### src/rtl/adc_seq_pkg.sv
`timescale 1ns/1ps
package adc_seq_pkg;
    typedef enum logic [1:0] {
        PH_IDLE = 2'd0,
        PH_HOLD = 2'd1,
        PH_CONV = 2'd2
    } conv_phase_e;
endpackage

### src/rtl/adc_sync2.sv
`timescale 1ns/1ps
module adc_sync2 #(
    parameter logic RST_VAL = 1'b0
) (
    input  logic clk_i,
    input  logic rst_ni,
    input  logic d_i,
    output logic q_o
);
    logic meta_q;

    always_ff @(posedge clk_i or negedge rst_ni) begin
        if (!rst_ni) begin
            meta_q <= RST_VAL;
            q_o    <= RST_VAL;
        end else begin
            meta_q <= d_i;
            q_o    <= meta_q;
        end
    end
endmodule

### src/rtl/adc_cs_filter.sv
`timescale 1ns/1ps
module adc_cs_filter (
    input  logic clk_i,
    input  logic rst_ni,
    input  logic cs_ni,
    output logic cs_low_o,
    output logic cs_fall_o
);
    logic cs_sync;
    logic qual_q;
    logic seen_q;

    // two rising edges through the synchronizer
    adc_sync2 #(.RST_VAL(1'b1)) u_sync (
        .clk_i  (clk_i),
        .rst_ni (rst_ni),
        .d_i    (cs_ni),
        .q_o    (cs_sync)
    );

    // then one falling edge before the level is believed
    always_ff @(negedge clk_i or negedge rst_ni) begin
        if (!rst_ni) qual_q <= 1'b1;
        else         qual_q <= cs_sync;
    end

    always_ff @(posedge clk_i or negedge rst_ni) begin
        if (!rst_ni) seen_q <= 1'b1;
        else         seen_q <= qual_q;
    end

    assign cs_low_o  = ~qual_q;
    assign cs_fall_o = seen_q & ~qual_q;

    AST_CS_QUALIFIED: assert property (@(posedge clk_i) disable iff (!rst_ni)
        cs_fall_o |-> !cs_sync);
endmodule

### src/rtl/adc_io_shifter.sv
`timescale 1ns/1ps
module adc_io_shifter #(
    parameter int DATA_W      = 8,
    parameter int SAMPLE_EDGE = 4
) (
    input  logic              clk_i,
    input  logic              rst_ni,
    input  logic              io_clk_i,
    input  logic              cs_low_i,
    input  logic              cs_fall_i,
    input  logic              done_i,
    input  logic [DATA_W-1:0] result_i,
    output logic              data_o,
    output logic              sampling_o,
    output logic              start_o
);
    localparam int CNT_W = $clog2(DATA_W + 1);
    localparam logic [CNT_W-1:0] EDGE_MAX  = CNT_W'(DATA_W);
    localparam logic [CNT_W-1:0] EDGE_LAST = CNT_W'(DATA_W - 1);
    localparam logic [CNT_W-1:0] EDGE_SMP  = CNT_W'(SAMPLE_EDGE - 1);

    typedef struct packed {
        logic [CNT_W-1:0]  cnt;
        logic [DATA_W-1:0] shift;
        logic              sampling;
        logic              start;
        logic              io_prev;
    } shf_state_t;

    shf_state_t state_d, state_q;
    logic io_sync;
    logic io_fall;

    adc_sync2 #(.RST_VAL(1'b0)) u_io_sync (
        .clk_i  (clk_i),
        .rst_ni (rst_ni),
        .d_i    (io_clk_i),
        .q_o    (io_sync)
    );

    assign io_fall = state_q.io_prev & ~io_sync;

    always_comb begin
        state_d         = state_q;
        state_d.start   = 1'b0;
        state_d.io_prev = io_sync;
        if (cs_fall_i) begin
            state_d.cnt      = '0;
            state_d.shift    = result_i;
            state_d.sampling = 1'b0;
        end else if (!cs_low_i) begin
            state_d.shift    = result_i;
            state_d.sampling = 1'b0;
        end else if (done_i) begin
            state_d.cnt   = '0;
            state_d.shift = result_i;
        end else if (io_fall && (state_q.cnt < EDGE_MAX)) begin
            state_d.cnt = state_q.cnt + 1'b1;
            if (state_q.cnt < EDGE_LAST)
                state_d.shift = {state_q.shift[DATA_W-2:0], 1'b0};
            if (state_q.cnt == EDGE_SMP)
                state_d.sampling = 1'b1;
            if (state_q.cnt == EDGE_LAST) begin
                state_d.sampling = 1'b0;
                state_d.start    = 1'b1;
            end
        end
    end

    always_ff @(posedge clk_i or negedge rst_ni) begin
        if (!rst_ni) state_q <= '0;
        else         state_q <= state_d;
    end

    assign data_o     = state_q.shift[DATA_W-1];
    assign sampling_o = state_q.sampling;
    assign start_o    = state_q.start;

    AST_IO_IGNORED_CS_HIGH: assert property (@(posedge clk_i) disable iff (!rst_ni)
        !cs_low_i |=> $stable(state_q.cnt));
    AST_EDGE_SATURATES: assert property (@(posedge clk_i) disable iff (!rst_ni)
        (state_q.cnt == EDGE_MAX && cs_low_i && !cs_fall_i && !done_i) |=> state_q.cnt == EDGE_MAX);
endmodule

### src/rtl/adc_sar_core.sv
`timescale 1ns/1ps
module adc_sar_core
    import adc_seq_pkg::*;
#(
    parameter int DATA_W      = 8,
    parameter int HOLD_CYC    = 4,
    parameter int CYC_PER_BIT = 4
) (
    input  logic              clk_i,
    input  logic              rst_ni,
    input  logic              start_i,
    input  logic              abort_i,
    input  logic              cmp_i,
    output logic [DATA_W-1:0] sar_o,
    output logic [DATA_W-1:0] result_o,
    output logic              holding_o,
    output logic              converting_o,
    output logic              done_o
);
    localparam int CONV_CYC = DATA_W * CYC_PER_BIT;
    localparam int CYC_W    = $clog2(CONV_CYC + HOLD_CYC);
    localparam logic [CYC_W-1:0] HOLD_LAST = CYC_W'(HOLD_CYC - 1);
    localparam logic [CYC_W-1:0] CONV_LAST = CYC_W'(CONV_CYC - 1);

    typedef struct packed {
        conv_phase_e       phase;
        logic [CYC_W-1:0]  cyc;
        logic [DATA_W-1:0] sar;
        logic [DATA_W-1:0] result;
        logic              done;
    } sar_state_t;

    sar_state_t state_d, state_q;
    int  slot;
    int  bit_pos;
    int  sub_pos;

    always_comb begin
        slot    = int'(state_q.cyc) / CYC_PER_BIT;
        sub_pos = int'(state_q.cyc) % CYC_PER_BIT;
        bit_pos = DATA_W - 1 - slot;
        state_d      = state_q;
        state_d.done = 1'b0;
        if (abort_i) begin
            state_d.phase = PH_IDLE;
            state_d.cyc   = '0;
        end else if (start_i) begin
            state_d.phase = PH_HOLD;
            state_d.cyc   = '0;
            state_d.sar   = '0;
        end else begin
            case (state_q.phase)
                PH_HOLD: begin
                    if (state_q.cyc == HOLD_LAST) begin
                        state_d.phase = PH_CONV;
                        state_d.cyc   = '0;
                    end else begin
                        state_d.cyc = state_q.cyc + 1'b1;
                    end
                end
                PH_CONV: begin
                    if (sub_pos == 0)
                        state_d.sar[bit_pos] = 1'b1;
                    if (sub_pos == CYC_PER_BIT - 1 && cmp_i)
                        state_d.sar[bit_pos] = 1'b0;
                    if (state_q.cyc == CONV_LAST) begin
                        state_d.phase  = PH_IDLE;
                        state_d.cyc    = '0;
                        state_d.result = state_d.sar;
                        state_d.done   = 1'b1;
                    end else begin
                        state_d.cyc = state_q.cyc + 1'b1;
                    end
                end
                default: state_d.cyc = '0;
            endcase
        end
    end

    always_ff @(posedge clk_i or negedge rst_ni) begin
        if (!rst_ni) state_q <= '{phase: PH_IDLE, default: '0};
        else         state_q <= state_d;
    end

    assign sar_o        = state_q.sar;
    assign result_o     = state_q.result;
    assign holding_o    = (state_q.phase == PH_HOLD);
    assign converting_o = (state_q.phase == PH_CONV);
    assign done_o       = state_q.done;

    AST_ABORT_KEEPS_RESULT: assert property (@(posedge clk_i) disable iff (!rst_ni)
        abort_i |=> $stable(state_q.result));
    AST_RESULT_ONLY_AT_END: assert property (@(posedge clk_i) disable iff (!rst_ni)
        !(state_q.phase == PH_CONV && state_q.cyc == CONV_LAST) |=> $stable(state_q.result));
    AST_HOLD_TO_CONV: assert property (@(posedge clk_i) disable iff (!rst_ni)
        (state_q.phase == PH_HOLD && state_q.cyc == HOLD_LAST && !abort_i && !start_i)
        |=> state_q.phase == PH_CONV);
    AST_START_WHEN_IDLE: assert property (@(posedge clk_i) disable iff (!rst_ni)
        start_i |-> state_q.phase == PH_IDLE);
endmodule

### src/rtl/adc_serial_seq.sv
`timescale 1ns/1ps
module adc_serial_seq #(
    parameter int DATA_W      = 8,
    parameter int SAMPLE_EDGE = 4,
    parameter int HOLD_CYC    = 4,
    parameter int CYC_PER_BIT = 4
) (
    input  logic              clk_i,
    input  logic              rst_ni,
    input  logic              cs_ni,
    input  logic              io_clk_i,
    input  logic              cmp_i,
    output logic              data_o,
    output logic              data_oe_o,
    output logic              sampling_o,
    output logic              holding_o,
    output logic              converting_o,
    output logic [DATA_W-1:0] sar_code_o
);
    logic              cs_low;
    logic              cs_fall;
    logic              start;
    logic              done;
    logic [DATA_W-1:0] result;

    adc_cs_filter u_cs_filter (
        .clk_i     (clk_i),
        .rst_ni    (rst_ni),
        .cs_ni     (cs_ni),
        .cs_low_o  (cs_low),
        .cs_fall_o (cs_fall)
    );

    adc_io_shifter #(
        .DATA_W      (DATA_W),
        .SAMPLE_EDGE (SAMPLE_EDGE)
    ) u_io_shifter (
        .clk_i      (clk_i),
        .rst_ni     (rst_ni),
        .io_clk_i   (io_clk_i),
        .cs_low_i   (cs_low),
        .cs_fall_i  (cs_fall),
        .done_i     (done),
        .result_i   (result),
        .data_o     (data_o),
        .sampling_o (sampling_o),
        .start_o    (start)
    );

    adc_sar_core #(
        .DATA_W      (DATA_W),
        .HOLD_CYC    (HOLD_CYC),
        .CYC_PER_BIT (CYC_PER_BIT)
    ) u_sar_core (
        .clk_i        (clk_i),
        .rst_ni       (rst_ni),
        .start_i      (start),
        .abort_i      (cs_fall),
        .cmp_i        (cmp_i),
        .sar_o        (sar_code_o),
        .result_o     (result),
        .holding_o    (holding_o),
        .converting_o (converting_o),
        .done_o       (done)
    );

    // the raw pin gates the pad so release needs no clock
    assign data_oe_o = cs_low & ~cs_ni;
endmodule

### config.mk
export PLATFORM = sky130hd
export DESIGN_NAME = adc_serial_seq
export DESIGN_NICKNAME = d
export VERILOG_FILES = /design/src/rtl/adc_seq_pkg.sv /design/src/rtl/adc_sync2.sv /design/src/rtl/adc_cs_filter.sv /design/src/rtl/adc_io_shifter.sv /design/src/rtl/adc_sar_core.sv /design/src/rtl/adc_serial_seq.sv
export SDC_FILE = /design/constraint.sdc
export NUM_CORES = 1
export LEC_CHECK = 0
export BUFFER_PORTS_ARGS = -buffer_cell sky130_fd_sc_hd__buf_4
export CORE_AREA = 3 3 77 79
export DETAILED_ROUTE_END_ITERATION = 6
export DIE_AREA = 0 0 80 82
export GPL_TIMING_DRIVEN = 0
export PLACE_DENSITY = 0.62
export SLEW_MARGIN = 20
export SYNTH_ARGS = -nofsm -noshare
export SYNTH_HDL_FRONTEND = slang
export SYNTH_HIERARCHICAL = 1
export SYNTH_SLANG_ARGS = --single-unit
### constraint.sdc
create_clock -name clk_i -period 2.45 [get_ports clk_i]
set_clock_uncertainty 0.15 [all_clocks]
set_input_delay 0.245 -clock clk_i [delete_from_list [all_inputs] [get_ports clk_i]]
set_output_delay 0.245 -clock clk_i [all_outputs]
set_load 0.03 [all_outputs]
==> tab_implementation.tex <==
\begin{tabular}{lr}
\hline
Metric & Value \\
\hline
\multicolumn{2}{l}{\textbf{Status}} \\
Run status & finished with violations \\
Violated checks & negative setup slack \\
\multicolumn{2}{l}{\textbf{Synth}} \\
Fraction of the yosys area taken by sequential cells & 49.3\% \\
Net count after synthesis & 231 \\
Post-synth ARST share & 100\% \\
Average footprint of a synthesized cell & 10.6 sq um \\
Mapped Cells & 221 \\
Synth warn & 6 \\
Flops \& latches, synth & 46 \\
Synth unique cells & 47 \\
Most frequently used flop master after synthesis & dfrtp\_1 \\
Number of enable-type register cells in the synthesized netlist & 0 \\
Mapped cell area & 2350 sq um \\
\multicolumn{2}{l}{\textbf{Die}} \\
Die width & 80 um \\
I/O pin cnt & 18 \\
Starting utilization of the core area & 43.4\% \\
Number of placement rows & 27 \\
Area of the die & 6560 sq um \\
Floorplan die height & 82 um \\
Area of the placeable core & 5410 sq um \\
\multicolumn{2}{l}{\textbf{Power and ir drop}} \\
Static Leakage & 1.31 nW \\
Combinational group share of total power & 23.7\% \\
Part of the power in registers & 48.1\% \\
Clock Power Share & 28.2\% \\
Sw Share & 30.8\% \\
Maximum ir drop on the vdd rail & 0.000390 V \\
Pint & 1.27 mW \\
Switching power total & 0.566 mW \\
Power Density & 640 nW/um\^{}2 \\
\multicolumn{2}{l}{\textbf{STA}} \\
Worst slew margin relative to its limit & 62.5\% \\
Actual slew at the worst max-slew pin & 0.562 ns \\
Final worst slack & -0.475 ns \\
RSZ-0062 raised after global routing & true \\
Final Max Slew Viols & 0 \\
Number of setup violations in the final report & 39 \\
Sum Neg Setup Slack & -13.99 ns \\
Final hold viol count & 0 \\
\multicolumn{2}{l}{\textbf{CTS}} \\
Number of sinks driven by the clock tree & 46 \\
Clock-pin transition on the worst setup and hold timing paths & 0.09 ns \\
Clock H-tree levels & 2 \\
Cts bufs inserted & 5 \\
Maximum clock path buffer count & 2 \\
CTS root buffer & clkbuf\_8 \\
Clock Latency Late Sink & 0.35 ns \\
TritonCTS clock tree & done \\
\multicolumn{2}{l}{\textbf{Critical path}} \\
Cells traversed along the worst timing path & nor2b\_4 > nor3b\_4 > nand3\_4 > inv\_6 > mux2\_4 \\
Crit path capture type & flop \\
Maximum net fanout on the critical path & 5 \\
Worst path slowest cell & dfstp\_2 \\
Required time reported for the critical path endpoint & 2.49 ns \\
Worst setup SP type & flop \\
Class of the most critical setup path & flop to flop \\
WP data arrival & 2.96 ns \\
Crit-path max cell delay & 0.56 ns \\
\multicolumn{2}{l}{\textbf{GRT}} \\
Via count of the first global-routing pass & 1656 \\
Initial antenna violation count & 0 \\
Largest net degree at the start of global routing & 47 \\
Global Route met1 Usage & 22.8\% \\
Most utilized layer in the global route result & met2 \\
Wire length of the first global-routing pass & 7950 um \\
GRT Total Usage & 15.8\% \\
Global Route met3 Usage & 3.95\% \\
GRT overflow & 0 \\
Met2 track utilization from global routing & 23.6\% \\
\multicolumn{2}{l}{\textbf{Drt}} \\
WL final & 4600 um \\
Detail-routed net length per standard cell & 13.9 um \\
Router iterations before antenna repair & 4 \\
Post-DRT Antenna Nets & 0 \\
Via count & 1734 \\
Initial DRC Count & 137 \\
Detailed-route DRC error count & 0 \\
Post-detailed-route via-to-cell ratio & 5.25 \\
\multicolumn{2}{l}{\textbf{Layout}} \\
Layout Cell Area excl Fill & 2870 sq um \\
Layout cell share with drive strength beyond 1 & 35.7\% \\
Diode insertion count for antenna repair & 0 \\
Net count, final & 267 \\
Layout-stage area growth over the synthesis result & 22.3\% \\
Area taken by flip-flops and latches & 1160 sq um \\
Footprint of the multi-input gates & 1040 sq um \\
Count of fill cells added during filler insertion & 498 \\
\multicolumn{2}{l}{\textbf{Place}} \\
Detailed-placement wirelength estimate & 3120 um \\
Input/output buffers & 16 \\
Cell area after placement & 2570 sq um \\
Final Wtd Congestion & 0.763 \\
\multicolumn{2}{l}{\textbf{Min path}} \\
Hold crit path type & flop to flop \\
\multicolumn{2}{l}{\textbf{Flow run}} \\
Max-cap violations & 0 \\
\hline
\end{tabular}
==> final timing paths <==
| kind | startpoint | to | slack, ns | cells past startpoint |
|---|---|---|---|---|
| max in group asynchronous | rst_ni | u_cs_filter/qual_q$_DFF_NN1_ | 0.25 | 2 |
| worst max register to register | u_cs_filter/qual_q$_DFF_NN1_ | u_sar_core/result_o[7]$_DFFE_PN0P_ | -0.48 | 5 |
| worst min register to register | u_io_shifter/u_io_sync/meta_q$_DFF_PN0_ | u_io_shifter/u_io_sync/q_o$_DFF_PN0_ | 0.21 | 0 |
| worst max-delay path | u_cs_filter/qual_q$_DFF_NN1_ | u_sar_core/result_o[7]$_DFFE_PN0P_ | -0.48 | 5 |
| min in group asynchronous | rst_ni | u_sar_core/sar_o[6]$_DFFE_PN0P_ | 0.33 | 2 |
| worst min-delay path | u_io_shifter/u_io_sync/meta_q$_DFF_PN0_ | u_io_shifter/u_io_sync/q_o$_DFF_PN0_ | 0.21 | 0 |
==> per-layer routing <==
layer | up-vias | part of all wire [%]
met2 | 37 | 47
met5 | - | 0
li1 | 844 | -
met1 | 851 | 48
met4 | 0 | 0.74
met3 | 2 | 3.7
==> layout by cell type, fill, tap and decap left out, types with 2 or more instances in the layout <==
| master | n |
|---|---|
| ha_1 | 5 |
| o21ai_0 | 3 |
| buf_6 | 5 |
| nor3b_1 | 3 |
| a21boi_1 | 2 |
| a31oi_1 | 13 |
| and3b_1 | 2 |
| buf_4 | 41 |
| nor2_2 | 8 |
| o21ai_1 | 9 |
| a21oi_1 | 10 |
| nand3_1 | 9 |
| nand2b_4 | 2 |
| clkbuf_8 | 7 |
| xor2_1 | 3 |
| a22o_1 | 8 |
| and2_1 | 2 |
| nand4bb_1 | 2 |
| dlygate4sd3_1 | 3 |
| o31ai_1 | 3 |
| nor3b_4 | 2 |
| nor2b_4 | 3 |
| buf_2 | 5 |
| mux2_4 | 4 |
| a41oi_1 | 3 |
| inv_1 | 11 |
| nor2_1 | 9 |
| nand2_1 | 7 |
| clkbuf_1 | 2 |
| nor3_1 | 2 |
| nor2b_1 | 2 |
| dfrtp_1 | 42 |
| dfstp_2 | 4 |
==> logic make-up after synthesis <==
kind of cell / share of synthesized area, %
xor gates and xnor gates: 1.49
buffers and inverters: 10.2
and+or+nand+nor: 16.8
adders and majority gates: 2.67
DFF: 49.3
AOI/OAI and AO/OA: 17.0
muxes: 2.56
==> metrics by stage <==
step	cells	power (mW)	hold WS, ns	utilization, %	worst slack [ns]
after floorplan	221	1.17	-0.201	-	-0.544
after global placement	309	1.28	0.139	47.5	-0.714
after detailed placement	309	1.29	0.139	47.5	-0.725
after CTS	326	1.83	0.214	51.1	-0.493
after global routing	330	1.95	0.215	53.1	-0.540
final	330	1.84	0.211	53.1	-0.475
==> layout make-up <==
class | instances | share of cell area (%)
inverter | 11 | 1.61
clock buffer | 7 | 3.36
timing repair buffer | 29 | 7.98
buffer | 27 | 6.89
sequential | 46 | 40.3
clock inverter | 2 | 0.436
tap | 72 | 3.14
multi-input combinational | 136 | 36.3
==> worst max-delay path, delay by kind of cell, from the launching register on <==
kind | cells | cell delay (ns)
buffers and inverters | 1 | 0.10
and+or+nand+nor | 3 | 0.43
DFF | 1 | 0.56
muxes | 1 | 0.29
==> state kept, by name, indices dropped and copies added, names as in the netlist <==
name                           cells
u_cs_filter/u_sync/q_o             1
u_sar_core/done_o                  1
u_io_shifter/state_q              12
u_io_shifter/start_o               1
u_io_shifter/u_io_sync/q_o         1
u_cs_filter/qual_q                 1
u_cs_filter/u_sync/meta_q          1
u_io_shifter/sampling_o            1
u_io_shifter/data_o                1
u_cs_filter/seen_q                 1
u_sar_core/sar_o                   8
u_sar_core/result_o                8
u_io_shifter/u_io_sync/meta_q      1
u_sar_core/state_q                 8
==> synthesized netlist by cell type (all sizes together), types with 2 or more instances <==
cell	instances	area, sq um
a22o	8	70.1
inv	12	47.6
o31ai	3	22.5
o21ai	13	65.1
nor3	2	10.0
a211oi	2	15.0
and3b	2	17.5
a41oi	3	26.3
nand3	10	62.6
nor2	18	75.1
nand4bb	2	22.5
clkbuf	2	7.51
mux2	4	60.1
and2	2	12.5
dfrtp	42	1050
nand2b	3	18.8
a21boi	2	15.0
a21oi	10	50.1
nor2b	5	38.8
nand2	7	26.3
dfstp	4	105
a31oi	14	87.6
ha	5	62.6
nor3b	5	60.1
buf	25	184
xor2	3	26.3
==> power by group through the flow <==
| stage | clock network (mW) | logic (mW) | registers (mW) |
|---|---|---|---|
| after floorplan | 0.00511 | 0.283 | 0.878 |
| after global placement | 0.00511 | 0.386 | 0.891 |
| after detailed placement | 0.00511 | 0.390 | 0.891 |
| after CTS | 0.540 | 0.416 | 0.877 |
| after global routing | 0.578 | 0.476 | 0.895 |
| final | 0.517 | 0.435 | 0.883 |
==> timing repair <==
action,4_1_cts,5_1_grt
hold endpoints to repair,44,0
endpoints found under the setup margin,38,39
cloned,0,0
pin swaps,5,5
gates resized for setup,3,18
hold buffers,3,0
setup buffers,6,5
(Power assumes the default switching activity.)
